### config.mk
export PLATFORM = sky130hd
export DESIGN_NAME = outchan_mux
export DESIGN_NICKNAME = d
export VERILOG_FILES = /design/src/rtl/outchan_pkg.sv /design/src/rtl/outchan_ctrl.sv /design/src/rtl/outchan_steer.sv /design/src/rtl/outchan_req.sv /design/src/rtl/outchan_mux.sv
export SDC_FILE = /design/constraint.sdc
export NUM_CORES = 1
export LEC_CHECK = 0
export BUFFER_PORTS_ARGS = -buffer_cell sky130_fd_sc_hd__buf_2
export CORE_MARGIN = 8
export CORE_UTILIZATION = 44
export CTS_CLUSTER_DIAMETER = 200
export DETAILED_ROUTE_END_ITERATION = 7
export GPL_TIMING_DRIVEN = 1
export PLACE_DENSITY = 0.79
export SLEW_MARGIN = 20
export SYNTH_ARGS = -nofsm -noshare
export SYNTH_HDL_FRONTEND = slang
export SYNTH_SLANG_ARGS = --single-unit
### constraint.sdc
create_clock -name clk -period 1.9 [get_ports clk]
set_input_delay 0.19 -clock clk [delete_from_list [all_inputs] [get_ports clk]]
set_output_delay 0.19 -clock clk [all_outputs]
set_load 0.02 [all_outputs]
### src/rtl/outchan_pkg.sv
// Package: shared command type and function-word bit positions for the
// output channel multiplexer. Assumes a data word of at least 3 bits.
package outchan_pkg;

    // Operation carried by an internal function word (bit DW-2).
    typedef enum logic {
        CMD_SELECT = 1'b0,
        CMD_CLEAR  = 1'b1
    } cmd_e;

endpackage

### src/rtl/outchan_ctrl.sv
// outchan_ctrl: watches the function pulse, classifies each word by its
// top bit, holds internal commands until the pulse ends and keeps the
// one-hot channel selection. Assumes NCH >= 2 and cpu_data stable while
// cpu_ef is high.
module outchan_ctrl
    import outchan_pkg::*;
#(
    parameter int NCH  = 6,
    parameter int DW   = 30,
    parameter int IDXW = $clog2(NCH)
) (
    input  logic           clk,
    input  logic           rst_n,
    input  logic           cpu_ef,
    input  logic [DW-1:0]  cpu_data,
    output logic [NCH-1:0] sel_oh,
    output logic           int_now,
    output logic           per_fire,
    output logic           mclr_apply
);

    localparam int TOPB = DW - 1;
    localparam int OPB  = DW - 2;

    logic            ef_q;
    logic            hold_int;
    cmd_e            hold_cmd;
    logic [IDXW-1:0] hold_idx;
    logic            ef_rise;
    logic            ef_fall;
    logic            sel_apply;
    logic [NCH-1:0]  dec_oh;

    // Edge detection on the function pulse.
    assign ef_rise = cpu_ef & ~ef_q;
    assign ef_fall = ~cpu_ef & ef_q;

    // Internal pulse in progress: decided from the bus on the edge, held after.
    assign int_now = cpu_ef & (ef_rise ? cpu_data[TOPB] : hold_int);

    // A peripheral function word starts on this cycle.
    assign per_fire = ef_rise & ~cpu_data[TOPB];

    assign mclr_apply = ef_fall & hold_int & (hold_cmd == CMD_CLEAR);
    assign sel_apply  = ef_fall & hold_int & (hold_cmd == CMD_SELECT);

    // Decode the held index; an index at or above NCH matches no channel.
    for (genvar i = 0; i < NCH; i++) begin : g_dec
        assign dec_oh[i] = (hold_idx == IDXW'(i));
    end

    // Track the pulse and capture the command carried by an internal word.
    always_ff @(posedge clk) begin
        if (!rst_n) begin
            ef_q     <= 1'b0;
            hold_int <= 1'b0;
            hold_cmd <= CMD_SELECT;
            hold_idx <= '0;
        end else begin
            ef_q <= cpu_ef;
            if (ef_rise) begin
                hold_int <= cpu_data[TOPB];
                hold_cmd <= cmd_e'(cpu_data[OPB]);
                hold_idx <= cpu_data[IDXW-1:0];
            end else if (ef_fall) begin
                hold_int <= 1'b0;
            end
        end
    end

    // Selection register: changes only when an internal pulse has ended.
    always_ff @(posedge clk) begin
        if (!rst_n) begin
            sel_oh <= '0;
        end else if (mclr_apply) begin
            sel_oh <= '0;
        end else if (sel_apply) begin
            sel_oh <= dec_oh;
        end
    end

endmodule

### src/rtl/outchan_steer.sv
// outchan_steer: turns the acknowledge edge and peripheral function edge
// into one-cycle strobes for the selected channel and latches the 29-bit
// function word. Assumes sel_oh is one-hot or zero.
module outchan_steer #(
    parameter int NCH = 6,
    parameter int DW  = 30
) (
    input  logic           clk,
    input  logic           rst_n,
    input  logic           cpu_ack,
    input  logic [DW-1:0]  cpu_data,
    input  logic [NCH-1:0] sel_oh,
    input  logic           per_fire,
    input  logic           mclr_apply,
    output logic [NCH-1:0] ch_ack,
    output logic [NCH-1:0] ch_ef,
    output logic [DW-2:0]  ch_fword
);

    logic ack_q;
    logic ack_rise;

    assign ack_rise = cpu_ack & ~ack_q;

    // Remember the acknowledge level for edge detection.
    always_ff @(posedge clk) begin
        if (!rst_n) ack_q <= 1'b0;
        else        ack_q <= cpu_ack;
    end

    // Per-channel strobe registers, each high for one cycle per edge.
    for (genvar i = 0; i < NCH; i++) begin : g_ch
        always_ff @(posedge clk) begin
            if (!rst_n || mclr_apply) begin
                ch_ack[i] <= 1'b0;
                ch_ef[i]  <= 1'b0;
            end else begin
                ch_ack[i] <= sel_oh[i] & ack_rise;
                ch_ef[i]  <= sel_oh[i] & per_fire;
            end
        end
    end

    // Latch the lower bits of a peripheral function word; the top bit is dropped.
    always_ff @(posedge clk) begin
        if (!rst_n)        ch_fword <= '0;
        else if (per_fire) ch_fword <= cpu_data[DW-2:0];
    end

endmodule

### src/rtl/outchan_req.sv
// outchan_req: forwards the selected channel's requests to the computer
// without delay; the function request is masked during an internal pulse.
module outchan_req #(
    parameter int NCH = 6
) (
    input  logic [NCH-1:0] ch_odr,
    input  logic [NCH-1:0] ch_efr,
    input  logic [NCH-1:0] sel_oh,
    input  logic           int_now,
    output logic           cpu_odr,
    output logic           cpu_efr
);

    // Pick the selected channel's requests through the one-hot mask.
    always_comb begin
        cpu_odr = |(ch_odr & sel_oh);
        cpu_efr = (|(ch_efr & sel_oh)) & ~int_now;
    end

endmodule

### src/rtl/outchan_mux.sv
// outchan_mux: top of the peripheral output channel multiplexer. Sends the
// computer data bus to all channels, keeps one selected channel, forwards
// its requests and steers strobes to it. Assumes the computer keeps the
// bus stable while a function pulse is high.
module outchan_mux #(
    parameter int NCH = 6,
    parameter int DW  = 30
) (
    input  logic           clk,
    input  logic           rst_n,
    input  logic [DW-1:0]  cpu_data,
    input  logic           cpu_ack,
    input  logic           cpu_ef,
    output logic           cpu_odr,
    output logic           cpu_efr,
    input  logic [NCH-1:0] ch_odr,
    input  logic [NCH-1:0] ch_efr,
    output logic [DW-1:0]  ch_data,
    output logic [DW-2:0]  ch_fword,
    output logic [NCH-1:0] ch_ack,
    output logic [NCH-1:0] ch_ef
);

    localparam int IDXW = $clog2(NCH);

    logic [NCH-1:0] sel_oh;
    logic           int_now;
    logic           per_fire;
    logic           mclr_apply;

    // Broadcast: wires only.
    assign ch_data = cpu_data;

    outchan_ctrl #(.NCH(NCH), .DW(DW), .IDXW(IDXW)) u_ctrl (
        .clk        (clk),
        .rst_n      (rst_n),
        .cpu_ef     (cpu_ef),
        .cpu_data   (cpu_data),
        .sel_oh     (sel_oh),
        .int_now    (int_now),
        .per_fire   (per_fire),
        .mclr_apply (mclr_apply)
    );

    outchan_steer #(.NCH(NCH), .DW(DW)) u_steer (
        .clk        (clk),
        .rst_n      (rst_n),
        .cpu_ack    (cpu_ack),
        .cpu_data   (cpu_data),
        .sel_oh     (sel_oh),
        .per_fire   (per_fire),
        .mclr_apply (mclr_apply),
        .ch_ack     (ch_ack),
        .ch_ef      (ch_ef),
        .ch_fword   (ch_fword)
    );

    outchan_req #(.NCH(NCH)) u_req (
        .ch_odr  (ch_odr),
        .ch_efr  (ch_efr),
        .sel_oh  (sel_oh),
        .int_now (int_now),
        .cpu_odr (cpu_odr),
        .cpu_efr (cpu_efr)
    );

endmodule

==> impl_metrics.json, run 1 <==
{
  "synthFlopType": "dfxtp_1",
  "clock-root-buffer": "clkbuf_8",
  "cp_top_family": "flip-flops",
  "yosys.cell_types.count": 29,
  "p_int_uw": 1580,
  "rows": 25,
  "dp_hpwl_um": 4120,
  "synth_warnings": 0,
  "async_flop_share": 0,
  "slew_headroom": 0.769,
  "grt_max_degree": 26,
  "final_common_cell": "buf_2",
  "syn_nets": 298,
  "crit_path_end_kind": "primary output",
  "ir_drop_mv": 0.468,
  "fin_nets": 387,
  "finalCriticalPeriod_ps": 1640,
  "rsz0062_at_grt": "no",
  "cts.path.max_buffers": 2,
  "grt_pass1_vias": 1899,
  "critPathMaxStageDelay_ps": 340,
  "ctsHoldBuffers": 0,
  "cts_max_level": 2,
  "diodes": 0,
  "swShare": 0.267,
  "postCtsSetupRepairBufs": 0,
  "worstHoldPathType": "input port to register",
  "ys_ff_latch": 54,
  "crit_path_start_kind": "register",
  "final_cells": 407,
  "synth_area_per_cell_um2": 8.66,
  "cts_tree": "done",
  "initial_core_util": 0.458,
  "totalPowerFinal_uw": 2150,
  "drt-wirelength-per-cell_um": 13.0,
  "seqPwrFrac": 0.551,
  "slew_violations": 0,
  "required_ps": 1710,
  "placed_cells": 399,
  "p_clk_frac": 0.305,
  "ant_nets": 0,
  "cts_buffers": 5,
  "setup-tns-final_ps": 0,
  "crit_type": "register to primary output",
  "synth_edf_count": 0,
  "core_area_um2": 4720,
  "worstMarginPinSlew_ps": 345,
  "status": "complete, no violations",
  "via_per_inst": 4.61,
  "fin_crit_sh": 0.861,
  "dr_total_vias": 1877,
  "synthCells": 250,
  "die_area_um2": 7420,
  "power_density_nw_per_um2": 794,
  "crit_chain": "inv_1, ha_2, nand2_1, o21ai_0, a32oi_1, buf_2",
  "drt_pass1_iterations": 4,
  "p_leak_uw": 0.00135,
  "area_growth_pct": 25.4,
  "insertion_delay_ps": 300,
  "die_h_um": 86.1,
  "finalWirelength_um": 5280,
  "cts.clk_slew.worst_paths_ps": 90,
  "clock.fmax_mhz": 611,
  "p_comb_frac": 0.143,
  "gp_congestion": 0.859,
  "antenna_found_initial": 0,
  "final_cell_mix": "buf_2 (118), nand2_1 (62), dfxtp_1 (54), a21oi_1 (34), nor2_1 (9)",
  "grt_pass1_wl_um": 8490,
  "worstPathBufferInverterCount": 2,
  "die_x_um": 86.1,
  "drtIter0Drc": 95,
  "drc": 0,
  "crit_slowest_cell": "dfxtp_1",
  "hold_violations": 0,
  "postCtsResizedCells": 0,
  "grt_use_total": 0.141,
  "path_max_fanout": 8,
  "maxCapViolCount": 0,
  "design.portCount": 119,
  "cts.sinks": 54,
  "grt.overflow.total": 0,
  "drive_above_1_share": 0.403,
  "fin_skew_ps": 6.36,
  "seq_area_frac_synth": 0.499,
  "critical_path_arrival_ps": 1450,
  "p_sw_uw": 576,
  "io_buffers": 118,
  "final-setup-viol-count": 0,
  "mappedNetlistArea_um2": 2160
}
## area by class of cell
type | count | area [µm²]
flip-flops and latches | 54 | 1080
clock buffers | 6 | 82.6
inverters | 5 | 18.8
well taps | 67 | 83.8
multi-input cells | 150 | 795
repair buffers | 123 | 641
clock inverters | 2 | 12.5
fillers | 434 | 2010
## worst paths after layout
kind         depth (start not counted)                  from                   end  slack, ps
max                                  6           u_ctrl.ef_q               cpu_efr        260
min                                  2               cpu_ack         u_steer.ack_q        110
max reg2reg                          4           u_ctrl.ef_q      u_ctrl.sel_oh[4]        440
min reg2reg                          2  u_steer.ch_fword[19]  u_steer.ch_fword[19]        450
## sequential cells by signal, indices dropped and copies added, names as in the netlist
signal / cells
u_ctrl.hold_int: 1
u_steer.ch_fword: 29
u_ctrl.ef_q: 1
u_ctrl.hold_idx: 3
u_steer.ack_q: 1
u_ctrl.sel_oh: 6
u_ctrl.hold_cmd: 1
u_steer.ch_ef: 6
u_steer.ch_ack: 6
## worst register-to-register path, stage by stage (launching register included)
cell      delay (ps)
dfxtp_1          340
ha_1             270
nand3b_4         150
or4b_4           500
a21oi_2          130
## layer usage
metal	global-route usage	wire length (µm)	vias up
li1	-	-	970
met1	0.155	2230	834
met2	0.236	2540	68
met3	0.0564	441	5
met4	0.0541	74	0
met5	0	0	-
## Yosys cell counts, types with 2 or more instances
cell	n	area, µm²
a21oi_1	34	170
a22oi_1	6	45.0
and2_1	8	50.1
and3_1	6	37.5
buf_2	7	35.0
buf_4	30	225
clkbuf_1	4	15.0
dfxtp_1	54	1080
ha_1	2	25.0
inv_1	4	15.0
mux2i_1	5	50.1
nand2_1	62	233
nand3_1	2	10.0
nor2_1	9	33.8
nor3_1	3	15.0
## power by group through the flow
stage	sequential [µW]	combinational (µW)	clock, µW
floorplan	1250	183	0
global placement	1210	309	0
detailed placement	1210	313	0
CTS	1190	314	677
global route	1190	340	722
finish	1190	309	658
## through the flow
| step | hold slack, ps | setup WS [ps] | utilization | cell area [µm²] |
|---|---|---|---|---|
| 2_1_floorplan | 312 | 519 | - | 2160 |
| 3_3_place_gp | 413 | 430 | 0.554 | 2620 |
| 3_5_place_dp | 417 | 402 | 0.554 | 2620 |
| 4_1_cts | 95.6 | 127 | 0.574 | 2710 |
| 5_1_grt | 88.2 | 133 | 0.575 | 2710 |
| 6_report | 111 | 264 | 0.575 | 2710 |
## kinds of logic (layout without fill, tap and decap cells)
group	Yosys count	count (layout)	share of synthesized area
simple gates	98	98	0.212
buf+inv	46	136	0.136
compound gates	44	44	0.113
mux	6	6	0.0283
fa+ha+maj	2	2	0.0116
flops	54	54	0.499
No activity file was read; power rests on OpenSTA's default activity.
==> inputs of run 2 (changes only) <==
Settings changed: ABC_AREA set to 1.
==> run 2 against run 1 <==
Core utilization fell by 3.2 points. Via count increased by 7.3%. Routed wire length decreased by 2.1%. Highest routed layer unchanged. Global-route usage decreased by 0.48 points. Clock skew up 1.9 ps. Design area hardly changed. Largest cell class unchanged. Final cell count grew 9.8%. Combinational power grew 19%.
==> impl_metrics.json, run 2 <==
{
  "status": "complete, no violations",
  "fin_skew_ps": 8.27,
  "synth_area_per_cell_um2": 7.68,
  "io_buffers": 118,
  "fin_crit_sh": 0.904,
  "final-setup-viol-count": 0,
  "cts.clk_slew.worst_paths_ps": 100,
  "dp_hpwl_um": 4130,
  "drt-wirelength-per-cell_um": 11.6,
  "ys_top_cells_by_area": "dfxtp_1 (49%), nor2_1 (12%), buf_4 (11%)",
  "synth.most_common_cell": "nor2_1",
  "die_h_um": 87.1,
  "design.portCount": 119,
  "die_area_um2": 7590,
  "multi_input_area_um2": 762,
  "synth_common_cells": "nor2_1 (73), dfxtp_1 (54), nand2_1 (36)",
  "drt_pass1_iterations": 4,
  "fin_nets": 424,
  "cts_buffers": 5,
  "postCtsSetupRepairBufs": 0,
  "grt.overflow.total": 0,
  "totalPowerFinal_uw": 2240,
  "required_ps": 1710,
  "mappedNetlistArea_um2": 2230,
  "r2r_start": "u_ctrl.ef_q",
  "rows": 26,
  "synth.top_cell.area_share": 0.486,
  "postCtsResizedCells": 0,
  "cts.path.max_buffers": 2,
  "worstMarginPinSlew_ps": 419,
  "worstHoldPathType": "input port to register",
  "yosys.cell_types.count": 19,
  "synth_top_area_cell": "dfxtp_1",
  "critical_path_arrival_ps": 1530,
  "final_cell_mix": "buf_2 (118), nor2_1 (73), dfxtp_1 (54), nand2_1 (36), o21ai_0 (30)",
  "crit_path_start_kind": "register",
  "grt_pass1_vias": 1929,
  "syn_nets": 338,
  "regMostFlops": "u_steer.ch_fword",
  "seq_area_frac_synth": 0.486,
  "core_area_um2": 5010,
  "crit_type": "register to primary output",
  "synthCells": 290,
  "drc": 0,
  "drive_above_1_share": 0.355,
  "gp_congestion": 0.765,
  "antenna_found_initial": 0,
  "register_area_um2": 1080,
  "grt_use_total": 0.136,
  "hold_violations": 0,
  "synth_warnings": 0,
  "via_per_inst": 4.51,
  "cts_tree": "done",
  "synthFlopType": "dfxtp_1",
  "grt_max_degree": 36,
  "grt_pass1_wl_um": 8300,
  "setup-tns-final_ps": 0,
  "finalWirelength_um": 5170,
  "slew_headroom": 0.720,
  "initial_core_util": 0.444,
  "ir_drop_mv": 0.452,
  "drtIter0Drc": 110,
  "ctsHoldBuffers": 0,
  "maxCapViolCount": 0,
  "p_leak_uw": 0.00138,
  "ant_nets": 0,
  "finalCriticalPeriod_ps": 1720,
  "diodes": 0,
  "area_growth_pct": 22.0,
  "final_common_cell": "buf_2",
  "rsz0062_at_grt": "no",
  "insertion_delay_ps": 310,
  "power_density_nw_per_um2": 825,
  "worstHoldStart": "cpu_ack",
  "cts.sinks": 54,
  "synth_edf_count": 0,
  "slew_violations": 0,
  "crit_start": "u_ctrl.ef_q",
  "clock-root-buffer": "clkbuf_8",
  "largest_reg_flops": 29,
  "dr_total_vias": 2014,
  "placed_cells": 439,
  "crit_path_end_kind": "primary output",
  "ys_ff_latch": 54,
  "cts_max_level": 2,
  "clock.fmax_mhz": 582,
  "whs_ps": 83.0,
  "die_x_um": 87.1,
  "path_max_fanout": 5,
  "fillers": 474,
  "final_cells": 447,
  "async_flop_share": 0
}
[run 2: final cells by class]
class | instances | area share
inverters | 20 | 0.0276
clock inverters | 3 | 0.0106
clock buffers | 5 | 0.0253
well taps | 70 | 0.0322
multi-input cells | 174 | 0.281
repair buffers | 121 | 0.226
flip-flops and latches | 54 | 0.398
[run 2: metrics by stage]
stage / instance area [µm²] / util / setup slack (ps)
4_1_cts: 2720 / 0.542 / 162
6_report: 2720 / 0.542 / 182
3_5_place_dp: 2620 / 0.523 / 465
5_1_grt: 2720 / 0.542 / 52.2
2_1_floorplan: 2230 / - / 565
3_3_place_gp: 2620 / 0.523 / 542
[run 2: kinds of logic (layout without fill, tap and decap cells)]
logic type | count (synthesis) | count (layout) | share of synthesized area
buf+inv | 62 | 149 | 0.172
fa+ha+maj | 2 | 2 | 0.0112
compound gates | 41 | 41 | 0.0939
simple gates | 131 | 131 | 0.237
flops | 54 | 54 | 0.486
[run 2: path summary, 6_finish.rpt]
check | end | slack [ps] | depth (start not counted)
max | cpu_efr | 180 | 6
min | u_steer.ack_q | 80 | 3
max reg2reg | u_steer.ch_fword[11] | 460 | 7
min reg2reg | u_steer.ch_fword[15] | 490 | 2
[run 2: power breakdown]
| part | internal, µW | switching [µW] | total (µW) |
|---|---|---|---|
| sequential | 1180 | 25.5 | 1210 |
| combinational | 131 | 237 | 368 |
| clock | 276 | 391 | 667 |
[run 2: per-layer routing]
metal	global-route usage	share of wire
met1	0.148	0.43
met2	0.212	0.42
met3	0.0792	0.14
met4	0.0516	0.0064
met5	0	0
[run 2: worst max-delay path, stage by stage (launching register included)]
cell     delay (ps)
dfxtp_1         340
inv_1            50
ha_1            250
o21ai_0         270
nor2_2           60
a21oi_2          90
buf_2           170
